## src/rtl/sram_out_pkg.sv

```systemverilog
package sram_out_pkg;

    typedef enum logic [1:0] {
        CMD_DESEL = 2'b00,
        CMD_READ  = 2'b01,
        CMD_WRITE = 2'b10,
        CMD_RSVD  = 2'b11
    } cmd_e;

    typedef enum logic [1:0] {
        ST_RUN   = 2'b00,
        ST_ARM   = 2'b01,
        ST_SLEEP = 2'b10
    } slp_e;

endpackage

```

## src/rtl/rop_sleep_fsm.sv

```systemverilog
module rop_sleep_fsm
    import sram_out_pkg::*;
(
    input  logic clk,
    input  logic rst,
    input  logic sleep_req,
    output logic sleeping
);

    slp_e state_q, state_d;

    always_ff @(posedge clk) begin
        if (rst) state_q <= ST_RUN;
        else     state_q <= state_d;
    end

    always_comb begin
        state_d = state_q;
        unique case (state_q)
            ST_RUN:   state_d = sleep_req ? ST_ARM : ST_RUN;
            ST_ARM:   state_d = sleep_req ? ST_SLEEP : ST_RUN;
            ST_SLEEP: state_d = sleep_req ? ST_SLEEP : ST_RUN;
            default:  state_d = ST_RUN;
        endcase
    end

    always_comb begin
        sleeping = (state_q == ST_SLEEP);
    end

endmodule

```

## src/rtl/rop_cmd_pipe.sv

```systemverilog
module rop_cmd_pipe
    import sram_out_pkg::*;
(
    input  logic       clk,
    input  logic       rst,
    input  logic [1:0] cmd,
    input  logic       sleeping,
    output cmd_e       st1,
    output cmd_e       st2
);

    cmd_e cmd_in;
    cmd_e eff;

    always_comb begin
        cmd_in = cmd_e'(cmd);
        if (sleeping) begin
            eff = CMD_DESEL;
        end else begin
            unique case (cmd_in)
                CMD_READ:  eff = CMD_READ;
                CMD_WRITE: eff = CMD_WRITE;
                default:   eff = CMD_DESEL;
            endcase
        end
    end

    always_ff @(posedge clk) begin
        if (rst) begin
            st1 <= CMD_DESEL;
            st2 <= CMD_DESEL;
        end else begin
            st1 <= eff;
            st2 <= sleeping ? CMD_DESEL : st1;
        end
    end

endmodule

```

## src/rtl/rop_out_stage.sv

```systemverilog
module rop_out_stage
    import sram_out_pkg::*;
#(
    parameter int DW = 36
) (
    input  logic          clk,
    input  logic          rst,
    input  logic          pipe_mode,
    input  cmd_e          st1,
    input  cmd_e          st2,
    input  logic          sleeping,
    input  logic [DW-1:0] rd_data,
    input  logic          oe_n,
    output logic          drv,
    output logic [DW-1:0] dq_out,
    output logic          dq_en
);

    logic [DW-1:0] out_q;
    logic          drive_ft;
    logic          drive_pp;
    logic [DW-1:0] word;

    always_ff @(posedge clk) begin
        if (rst)
            out_q <= '0;
        else if (st1 == CMD_READ && !sleeping)
            out_q <= rd_data;
    end

    always_comb begin
        // flow-through: current read, or one-cycle hold after a deselect
        drive_ft = (st1 == CMD_READ) || (st1 == CMD_DESEL && st2 == CMD_READ);
        // registered: older stage carries the read, unless a write is on the bus
        drive_pp = (st2 == CMD_READ) && (st1 != CMD_WRITE);
        drv      = (pipe_mode ? drive_pp : drive_ft) && !sleeping;
        word     = (!pipe_mode && st1 == CMD_READ) ? rd_data : out_q;
        dq_en    = drv && !oe_n;
        dq_out   = dq_en ? word : '0;
    end

endmodule

```

## src/rtl/sram_rd_out_ctrl.sv

```systemverilog
module sram_rd_out_ctrl
    import sram_out_pkg::*;
#(
    parameter int DW = 36
) (
    input  logic          clk,
    input  logic          rst,
    input  logic [1:0]    cmd,
    input  logic [DW-1:0] rd_data,
    input  logic          pipe_mode,
    input  logic          oe_n,
    input  logic          sleep_req,
    output logic [DW-1:0] dq_out,
    output logic          dq_en
);

    logic sleeping;
    logic drv;
    cmd_e st1, st2;

    rop_sleep_fsm u_sleep (
        .clk       (clk),
        .rst       (rst),
        .sleep_req (sleep_req),
        .sleeping  (sleeping)
    );

    rop_cmd_pipe u_pipe (
        .clk      (clk),
        .rst      (rst),
        .cmd      (cmd),
        .sleeping (sleeping),
        .st1      (st1),
        .st2      (st2)
    );

    rop_out_stage #(.DW(DW)) u_out (
        .clk       (clk),
        .rst       (rst),
        .pipe_mode (pipe_mode),
        .st1       (st1),
        .st2       (st2),
        .sleeping  (sleeping),
        .rd_data   (rd_data),
        .oe_n      (oe_n),
        .drv       (drv),
        .dq_out    (dq_out),
        .dq_en     (dq_en)
    );

    // reset leaves the drivers off
    a_r1_reset_off: assert property (@(posedge clk) rst |=> !drv);

    // flow-through read drives in the cycle after it is sampled
    a_r2_ft_drive: assert property (@(posedge clk) disable iff (rst)
        (!pipe_mode && !sleeping && !$past(rst) && !$past(sleeping)
         && $past(cmd) == CMD_READ) |-> drv);

    // two edges without a read leave nothing to drive
    a_r4_dcd_off: assert property (@(posedge clk) disable iff (rst)
        (!$past(rst) && $past(cmd) != CMD_READ && $past(cmd, 2) != CMD_READ)
        |-> !drv);

    // a write turns the bus off on the next cycle
    a_r6_write_off: assert property (@(posedge clk) disable iff (rst)
        (cmd == CMD_WRITE && !sleeping) |=> !dq_en);

    // no driving while asleep
    a_r8_sleep_off: assert property (@(posedge clk) disable iff (rst)
        sleeping |-> !dq_en);

    // wake-up starts with an empty pipeline
    a_r9_wake_empty: assert property (@(posedge clk) disable iff (rst)
        ($past(sleeping) && !sleeping) |-> !drv);

endmodule

```

## config.mk

```make
export PLATFORM = sky130hd
export DESIGN_NAME = sram_rd_out_ctrl
export DESIGN_NICKNAME = d
export VERILOG_FILES = /design/src/rtl/sram_out_pkg.sv /design/src/rtl/rop_sleep_fsm.sv /design/src/rtl/rop_cmd_pipe.sv /design/src/rtl/rop_out_stage.sv /design/src/rtl/sram_rd_out_ctrl.sv
export SDC_FILE = /design/constraint.sdc
export NUM_CORES = 1
export LEC_CHECK = 0
export ABC_AREA = 1
export BUFFER_PORTS_ARGS = -buffer_cell sky130_fd_sc_hd__buf_2
export CAP_MARGIN = 0
export CORE_ASPECT_RATIO = 1.2
export CORE_MARGIN = 4
export CORE_UTILIZATION = 45
export DETAILED_ROUTE_END_ITERATION = 16
export PLACE_DENSITY = 0.84
export SLEW_MARGIN = 20
export SYNTH_ARGS = -nofsm -noshare
export SYNTH_HDL_FRONTEND = slang
export SYNTH_SLANG_ARGS = --single-unit
```

## constraint.sdc

```tcl
create_clock -name clk -period 2.7 [get_ports clk]
set_clock_uncertainty 0.15 [all_clocks]
set_input_delay 0.405 -clock clk [delete_from_list [all_inputs] [get_ports clk]]
set_output_delay 0.405 -clock clk [all_outputs]
set_load 0.02 [all_outputs]
```

# --- Word level (Yosys, flattened, before mapping) ---
# Index checks and enable logic that the tools add are counted.
word_totals:
  output_inout_bits: 37
  elab_cells: 32
  ff_bits: 42
classes:
  muxes: 7
  reduce_logical: 14
  eq_ne: 7
ops:
  columns: ["operator", "n"]
  rows:
  - ["36-bit 2-to-1 mux", 2]
  - ["2-bit by 1-bit equality test with 1-bit output, second input constant", 4]
  - ["2-bit case mux with 2 select lines", 2]
  - ["1-bit logical AND", 6]
  - ["2-bit equality test, second input constant", 2]
  - ["2-bit zero test", 2]
  - ["2-bit OR reduction", 2]
  - ["1-bit zero test", 3]
  - ["1-bit 2-to-1 mux", 2]
  - ["2-bit 2-to-1 mux", 1]
  - ["2-bit != test, second input constant", 1]
  - ["1-bit logical OR", 1]

# --- Longest topological paths before layout ---
# Gate-level depths: netlist of the first run.
logic_depth:
  ltp_word: 7
  mapped_depth: 7

# --- By module ---
# From an unflattened synthesis of the first run, not the netlist that was laid out.
hier_totals:
  cells_unflattened: 401
  area_unflattened_um2: 2531.2
modules_own_cells:
  columns: ["mod", "n_inst", "seq_area_each_um2", "cells_each", "area_each_um2"]
  rows:
  - ["rop_out_stage", 1, 720.7, 370, 2288.4]
  - ["rop_cmd_pipe", 1, 80.1, 17, 131.4]
  - ["rop_sleep_fsm", 1, 40.0, 14, 111.4]

# --- Least setup slack after synthesis of the first run ---
# OpenSTA, ideal clock, no wires.
synth_timing:
  path_type: "reg2out"
  from: "register u_sleep.state_q[0]"
  to: "output port dq_out[16]"
  stages_incl_launch_ff: 7
  path_slack_ps: 751
  arrival_time_ps: 1394
  path_buffers: 1
  cell_sequence: "dfxtp_1 > inv_1 > ha_1 > nor2_1 > nand3_4 > buf_6 > a21oi_1"
synth_between:
  elab_chain_cells: 5
synth_rtl:
  columns: ["element", "line_no", "text"]
  rows:
  - ["start, declared", "rop_sleep_fsm.sv:10", "slp_e state_q, state_d;"]
  - ["start signal, assigned", "rop_sleep_fsm.sv:14", "else state_q <= state_d;"]
  - ["2-bit equality test", "rop_sleep_fsm.sv:28", "sleeping = (state_q == ST_SLEEP);"]
  - ["1-bit zero test", "rop_out_stage.sv:36", "drv = (pipe_mode ? drive_pp : drive_ft) && !sleeping;"]
  - ["1-bit logical AND", "rop_out_stage.sv:36", null]
  - ["1-bit logical AND", "rop_out_stage.sv:38", "dq_en = drv && !oe_n;"]
  - ["36-bit 2-to-1 mux", "rop_out_stage.sv:39", "dq_out = dq_en ? word : '0;"]
  - ["end, declared", "sram_rd_out_ctrl.sv:13", "output logic [DW-1:0] dq_out,"]
# Every way passes these cells.

# --- Final worst setup path of the first run ---
layout_timing:
  from: "register u_sleep.state_q[0]"
  to: "output port dq_out[9]"
# The elaborated chain is that of the path after synthesis.

==> results by group, run 1 <==
Hold path
  – Worst hold start: cmd[0]
  – Min-Delay Path Class: input port to flip-flop

Clock network
  – Root buffer cell: clkbuf_8
  – Clk sinks: 42
  – Clk slew on worst S/H paths: around 0.080 ns
  – Clk buf depth: 2
  – Post-CTS Setup Inserts: 0
  – Num CTS Buffers: 5
  – Skew-Pair Late Insertion Delay: between 0.2 and 0.3 ns
  – CTS tree: yes
  – H-tree depth: 2

Detailed routing
  – Vias: approximately 2,500
  – Post-DR wirelength/cell: between 10 and 15 um
  – DRT Pass-1 Iters: 5
  – Routed vias/inst: about 5.7
  – Total Wirelength: 6.18 mm
  – Iteration-0 DRC Markers: 153
  – DRC: 0
  – ANT nets after route: 0

Yosys
  – Post-synth net total: about 370
  – Cell Area, Synth: between 2000 and 3000 um2
  – Synth cell types: 19
  – Post-synth top area share: 33.6%
  – Cell count after synthesis: around 330
  – Post-synthesis sequential area ratio: between 30% and 40%
  – Synth Warn #: 0
  – Synth top area cells: dfxtp_1 34%, nand4_1 18%, nand2_1 12%
  – Largest area contributor in the netlist: dfxtp_1
  – Mapped Avg Cell Area: approximately 7.7 um2
  – Synthesized flop and latch total: 42

Timing
  – Worst slew pin tran: roughly 0.74 ns
  – Rel. slew slack: 50.8%
  – Final Hold Vio Count: 0
  – Final worst-path cycle share: ~95%
  – Slew Limit Fails: 0
  – Min Tclk post-route: ~2.6 ns
  – Final setup fails: 0
  – RSZ-0062 raised after global routing: no
  – Fmax: 0.390 GHz
  – Setup TNS: 0 ns

GRT
  – Vias in the first global route: 2,096
  – Initial antenna violation count: 0
  – GRT Total Usage: 16.6%
  – Grt ovf: 0
  – Largest net degree at the start of global routing: between 40 and 50
  – First-pass GRT wire length: around 9.6 mm

Outcome
  – Status: finished clean

Floorplan
  – IO Pins: 80
  – Die W: between 70 and 80 um
  – Core box area: 5330 um2
  – FP Rows: 29
  – Die area: between 6000 and 7000 um2
  – Die height: approximately 90 um
  – Initial cell density of the core: a little under half

Critical path
  – Crit. Startpoint: u_sleep.state_q[0]$_SDFF_PP0_
  – R2R Setup Slk: about 0.53 ns
  – Cells on worst reg2reg path: 5
  – Worst path buffer plus inverter count: 2
  – Startpoint types: flip-flop
  – Worst EP arrival: 2.01 ns
  – Endpoint class of the critical path: output pin
  – Critical path capture point: dq_out[9]
  – Worst path depth: 6
  – Worst Path Max Fanout: 18
  – CP max-delay cell: nor2_1
  – Launching point of the worst reg2reg path: u_pipe.st1[1]$_SDFF_PP0_
  – Kind of critical path: flip-flop to output pin
  – Worst EP required: roughly 2.1 ns
  – Worst reg2reg endpoint: u_out.out_q[17]$_SDFFE_PP0P_
  – Top Family by Delay on Critical Path: simple AND/OR/NAND/NOR gates
  – CP max stage delay: ~0.36 ns
  – Worst path cell trace: inv_1, ha_1, nor2_1, nand3_4, a21oi_2, buf_2

Power
  – Maximum vdd drop: about 230 uV
  – Pwr Density: approximately 430 nW/um2
  – Leakage: 1.01 nW

Cells and area
  – Area Growth Syn to Fin: 12.1%
  – Fin nets: about 430
  – Fraction of layout cells with a size suffix above 1: between 30% and 40%
  – Final instance area: between 2000 and 3000 um2
  – # diodes: 0
  – Final Util: 52.6%

Run
  – Max Cap Viol: 0

Place
  – Port Buf Inserts: just under 80
  – Dpl cell area: approximately 2700 um2
  – Post-DP HPWL: 3.86 mm
  – GPL Wtd Cong: about 0.73
==> placed cells by master (no fill, tap or decap), drive strengths merged <==
master | Yosys | layout
dfxtp | 42 | 42
ha | 3 | 3
nand4 | 72 | 72
nand2 | 81 | 81
a21oi | 72 | 72
nor3 | 2 | 2
nor2 | 5 | 5
buf | 35 | 86
nand3 | 3 | 4
inv | 8 | 8
clkbuf | 3 | 7
or2 | 1 | 1
==> through the flow <==
step / instances / setup slack [ns] / hold WS (ns) / power [mW]
finish: 445 / 0.138 / 0.144 / 1.20
detailed placement: 437 / 0.416 / 0.302 / 0.840
global route: 445 / 0.0527 / 0.158 / 1.26
global placement: 437 / 0.447 / 0.298 / 0.836
floorplan: 327 / 0.751 / 0.290 / 0.798
CTS: 444 / 0.0945 / 0.136 / 1.21
==> worst min-delay path by stage <==
| stage | end | slack, ns | depth (start not counted) |
|---|---|---|---|
| 2_1_floorplan | u_out.out_q[0]$_SDFFE_PP0P_ | 0.29 | 2 |
| 3_3_place_gp | u_out.out_q[3]$_SDFFE_PP0P_ | 0.30 | 2 |
| 3_5_place_dp | u_out.out_q[11]$_SDFFE_PP0P_ | 0.30 | 2 |
| 4_1_cts | u_pipe.st1[1]$_SDFF_PP0_ | 0.14 | 2 |
| 5_1_grt | u_pipe.st1[1]$_SDFF_PP0_ | 0.16 | 2 |
| 6_report | u_pipe.st1[1]$_SDFF_PP0_ | 0.14 | 2 |
==> registers in the layout, summed over array words and instances (netlist names) <==
register,cells
u_out.out_q,36
u_pipe.st2,2
u_sleep.state_q,2
u_pipe.st1,2
==> cells by family after synthesis <==
logic type	after synthesis	synth area share (%)
buf+inv	46	13.9
compound gates	72	17.2
fa+ha+maj	3	1.50
simple gates	164	33.8
flops	42	33.6
==> repair_timing <==
| item | in CTS | in global routing |
|---|---|---|
| endpoints found under the setup margin | 0 | 24 |
| gates resized for setup | 0 | 1 |
| hold buffers | 0 | 0 |
==> area by class of cell <==
type	instances	area [um2]
Clock buffer	7	76.3
Fill cell	522	2530
Inverter	8	30.0
Multi-Input combinational cell	240	1330
Sequential cell	42	842
Tap cell	62	77.6
Timing Repair Buffer	86	448
==> where the power goes <==
group | total, mW | internal, mW | switching [mW] | leakage [nW]
Sequential | 0.656 | 0.641 | 0.0153 | 0.342
Combinational | 0.174 | 0.0606 | 0.113 | 0.635
Clock | 0.371 | 0.178 | 0.193 | 0.0383
Total | 1.20 | 0.879 | 0.321 | 1.01
==> cells in the mapped netlist <==
cell type / n
nand2_2: 4
nor3_1: 2
buf_4: 9
buf_12: 1
nand4_1: 72
buf_2: 10
inv_2: 2
clkbuf_1: 3
ha_1: 3
or2_2: 1
a21oi_1: 53
nor2_1: 5
a21oi_2: 19
nand3_4: 2
dfxtp_1: 42
inv_1: 6
buf_6: 15
nand2_1: 77
nand3_2: 1
==> routing by layer <==
layer  share of wire [%]  GRT usage [%]  routed length (um)  vias to the layer above
met2                  50           30.5                3080                       88
met3                 6.8           3.39                 418                        4
li1                    -              -                   -                     1281
met1                  43           19.6                2640                     1148
met4                0.62           4.77                  38                        0
met5                   0              0                   0                        -
Note: power is estimated with default switching activity, not from simulation.
==> run 2: changes to the inputs <==
--- a/config.mk
+++ b/config.mk
@@ -8,7 +8,6 @@
 export ABC_AREA = 1
 export BUFFER_PORTS_ARGS = -buffer_cell sky130_fd_sc_hd__buf_2
 export CAP_MARGIN = 0
-export CORE_ASPECT_RATIO = 1.2
 export CORE_MARGIN = 4
 export CORE_UTILIZATION = 45
 export DETAILED_ROUTE_END_ITERATION = 16
==> run 2 against run 1 <==
  * Hold slack better by 0.0054 ns
  * Largest cell class unchanged
  * Clock-buffer cell count unchanged
  * Power up 3.9%
  * Global-route usage up 2.7 points
  * Utilization up 2.8 points
  * Final cell count up 4.0%
  * Critical endpoint is now dq_out[34]
  * Flip-flop and latch count unchanged
  * First-iteration DRC count up 72%
  * Critical path depth down 1
==> results by group, run 2 (synthesis results as in run 1) <==
Critical path
  – Worst EP required: 2.14 ns (about the same)
  – Launching point of the worst reg2reg path: u_pipe.st1[0]$_SDFF_PP0_ (was u_pipe.st1[1]$_SDFF_PP0_)
  – Cells on worst reg2reg path: 5 (unchanged)
  – Startpoint types: flip-flop (unchanged)
  – Kind of critical path: flip-flop to output pin (unchanged)
  – Worst EP arrival: 1.90 ns (was 2.01 ns)
  – Worst path cell trace: buf_4, nand3_4, nand2_1, a21oi_2, buf_2 (was inv_1, ha_1, nor2_1, nand3_4, a21oi_2, buf_2)
  – Endpoint class of the critical path: output pin (unchanged)
  – R2R Setup Slk: 0.80 ns (was 0.53 ns)
  – Worst reg2reg endpoint: u_out.out_q[3]$_SDFFE_PP0P_ (was u_out.out_q[17]$_SDFFE_PP0P_)
  – CP max-delay cell: nand3_4 (was nor2_1)
  – Worst Path Max Fanout: 42 (was 18)
  – CP max stage delay: 0.41 ns (was 0.36 ns)

Floorplan
  – Die area: 6820 um2 (about the same)
  – Die W: 82.6 um (was 76.1 um)
  – Initial cell density of the core: 47.8% (was 46.9%)
  – FP Rows: 26 (was 29)
  – Core box area: 5240 um2 (was 5330 um2)
  – IO Pins: 80 (unchanged)
  – Die height: 82.6 um (was 89.7 um)

GRT
  – First-pass GRT wire length: 10.4 mm (was 9.59 mm)
  – M3 GR Usage: 4.01% (was 3.39%)
  – Met1 usage: 26.5% (was 19.6%)
  – Initial antenna violation count: 0 (unchanged)
  – Grt ovf: 0 (unchanged)
  – Vias in the first global route: 2,254 (was 2,096)
  – GR Layer Usage met2: 30.6% (was 30.5%)
  – Busiest layer in global routing: met2 (unchanged)
  – GRT Total Usage: 19.3% (was 16.6%)
  – Largest net degree at the start of global routing: 43 (was 41)

Power
  – Final Power: 1.25 mW (was 1.20 mW)
  – Comb pwr share: 14.8% (was 14.5%)
  – NetSw: 0.334 mW (was 0.321 mW)
  – Reg power frac: 52.3% (was 54.6%)
  – Pwr Density: 430 nW/um2 (was 428 nW/um2)
  – Maximum vdd drop: 196 uV (was 231 uV)
  – Clk pwr share: 32.9% (was 30.9%)
  – Internal power: 0.914 mW (was 0.879 mW)
  – Sw frac: 26.8% (about the same)
  – Leakage: 1.07 nW (was 1.01 nW)

Clock network
  – Post-CTS Setup Inserts: 0 (unchanged)
  – Clk sinks: 42 (unchanged)
  – H-tree depth: 2 (unchanged)
  – Root buffer cell: clkbuf_8 (unchanged)
  – CTS tree: yes (unchanged)
  – Clk slew on worst S/H paths: 0.07 ns (was 0.08 ns)
  – Post-CTS sizing: 0 (unchanged)
  – Clk buf depth: 2 (unchanged)
  – Num CTS Buffers: 5 (unchanged)
  – Skew-Pair Late Insertion Delay: 0.29 ns (was 0.28 ns)
  – Hold buffers post-CTS: 0 (unchanged)

Hold path
  – Worst hold start: cmd[0] (unchanged)
  – Min-Delay Path Class: input port to flip-flop (unchanged)
  – Endpoint, Worst Hold: u_pipe.st1[1]$_SDFF_PP0_ (unchanged)
  – Hold depth: 2 (unchanged)

Detailed routing
  – DRC: 0 (unchanged)
  – Total Wirelength: 6.38 mm (was 6.18 mm)
  – ANT nets after route: 0 (unchanged)
  – Post-DR wirelength/cell: 13.8 um (was 13.9 um)
  – Vias: 2,603 (was 2,521)
  – Iteration-0 DRC Markers: 263 (was 153)
  – DRT Pass-1 Iters: 7 (was 5)
  – Routed vias/inst: 5.62 (was 5.67)

Timing
  – Worst slew pin tran: 0.438 ns (was 0.738 ns)
  – Final setup fails: 0 (unchanged)
  – Min Tclk post-route: 2.46 ns (was 2.56 ns)
  – Rel. slew slack: 70.8% (was 50.8%)
  – Final worst-path cycle share: 91.0% (was 94.9%)
  – Final Hold Vio Count: 0 (unchanged)
  – Hold slack: 0.150 ns (was 0.144 ns)
  – Fmax: 0.407 GHz (was 0.390 GHz)
  – Setup TNS: 0 ns (unchanged)
  – RSZ-0062 raised after global routing: no (unchanged)
  – Slew Limit Fails: 0 (unchanged)

Run
  – Max Cap Viol: 0 (unchanged)

Cells and area
  – Most flops, register: u_out.out_q (unchanged)
  – Final std cells w/o fill: 463 (was 445)
  – Fraction of layout cells with a size suffix above 1: 33.8% (was 31.9%)
  – Most frequent cells in the layout: 79 x buf_2, 77 x nand2_1, 72 x nand4_1 (unchanged)
  – Fin nets: 438 (was 429)
  – # diodes: 0 (unchanged)
  – Area Growth Syn to Fin: 15.9% (was 12.1%)
  – Max reg flops: 36 (unchanged)
  – Final Util: 55.4% (was 52.6%)
  – Most common cell after layout, fill and taps aside: buf_2 (unchanged)

Outcome
  – Status: finished clean (unchanged)

Place
  – Post-DP HPWL: 4.15 mm (was 3.86 mm)
  – # placed instances: 447 (was 437)
  – GPL Wtd Cong: 0.733 (was 0.735)
  – Port Buf Inserts: 79 (unchanged)
==> run 2: cell count changes in the layout (fill, tap and decap cells not counted) <==
cell,previous run,this run
buf_4,7,16
clkinv_2,0,1
clkbuf_1,2,1
clkbuf_8,5,6
nand3_4,3,2
buf_12,0,1
==> run 2: critical path: cells and delay by family, from the launching register on <==
family | cells | cell delay [ns]
simple gates | 2 | 0.63
flops | 1 | 0.37
buf+inv | 2 | 0.54
compound gates | 1 | 0.07
==> run 2: layout make-up <==
| cell class | count | area (um2) |
|---|---|---|
| timing repair buffer | 96 | 536 |
| clock buffer | 7 | 86.3 |
| inverter | 8 | 30.0 |
| clock inverter | 1 | 5.00 |
| sequential | 42 | 842 |
| fill | 531 | 2340 |
| multi-input combinational | 239 | 1310 |
| tap | 70 | 87.6 |
==> run 2: metal layers <==
layer | up-vias | part of all wire (%) | wire length, um
met3 | 7 | 8.6 | 549
met1 | 1180 | 45 | 2880
met4 | 0 | 0.89 | 57
met2 | 121 | 45 | 2890
met5 | - | 0 | 0
li1 | 1295 | - | -
==> run 2: worst max path at each step <==
| stage | from | endpoint | slack (ns) | cells past startpoint |
|---|---|---|---|---|
| after global placement | pipe_mode | dq_out[14] | 0.38 | 7 |
| after CTS | u_sleep.state_q[0]$_SDFF_PP0_ | dq_out[35] | 0.14 | 7 |
| after floorplan | u_sleep.state_q[0]$_SDFF_PP0_ | dq_out[16] | 0.75 | 6 |
| after detailed placement | pipe_mode | dq_out[34] | 0.33 | 7 |
| after global routing | u_sleep.state_q[0]$_SDFF_PP0_ | dq_out[35] | 0.08 | 7 |
| final | u_pipe.st1[0]$_SDFF_PP0_ | dq_out[34] | 0.24 | 5 |
==> run 2: stage by stage <==
| step | instance area (um2) | setup WS (ns) |
|---|---|---|
| 2_1_floorplan | 2500 | 0.751 |
| 3_3_place_gp | 2750 | 0.379 |
| 3_5_place_dp | 2750 | 0.332 |
| 4_1_cts | 2840 | 0.143 |
| 5_1_grt | 2900 | 0.0789 |
| 6_report | 2900 | 0.244 |
==> run 2: power groups by stage <==
stage	clock (mW)	sequential (mW)	combinational [mW]
after floorplan	0	0.663	0.135
after global placement	0	0.665	0.174
after detailed placement	0	0.666	0.178
after CTS	0.422	0.652	0.179
after global routing	0.452	0.654	0.205
final	0.410	0.652	0.185
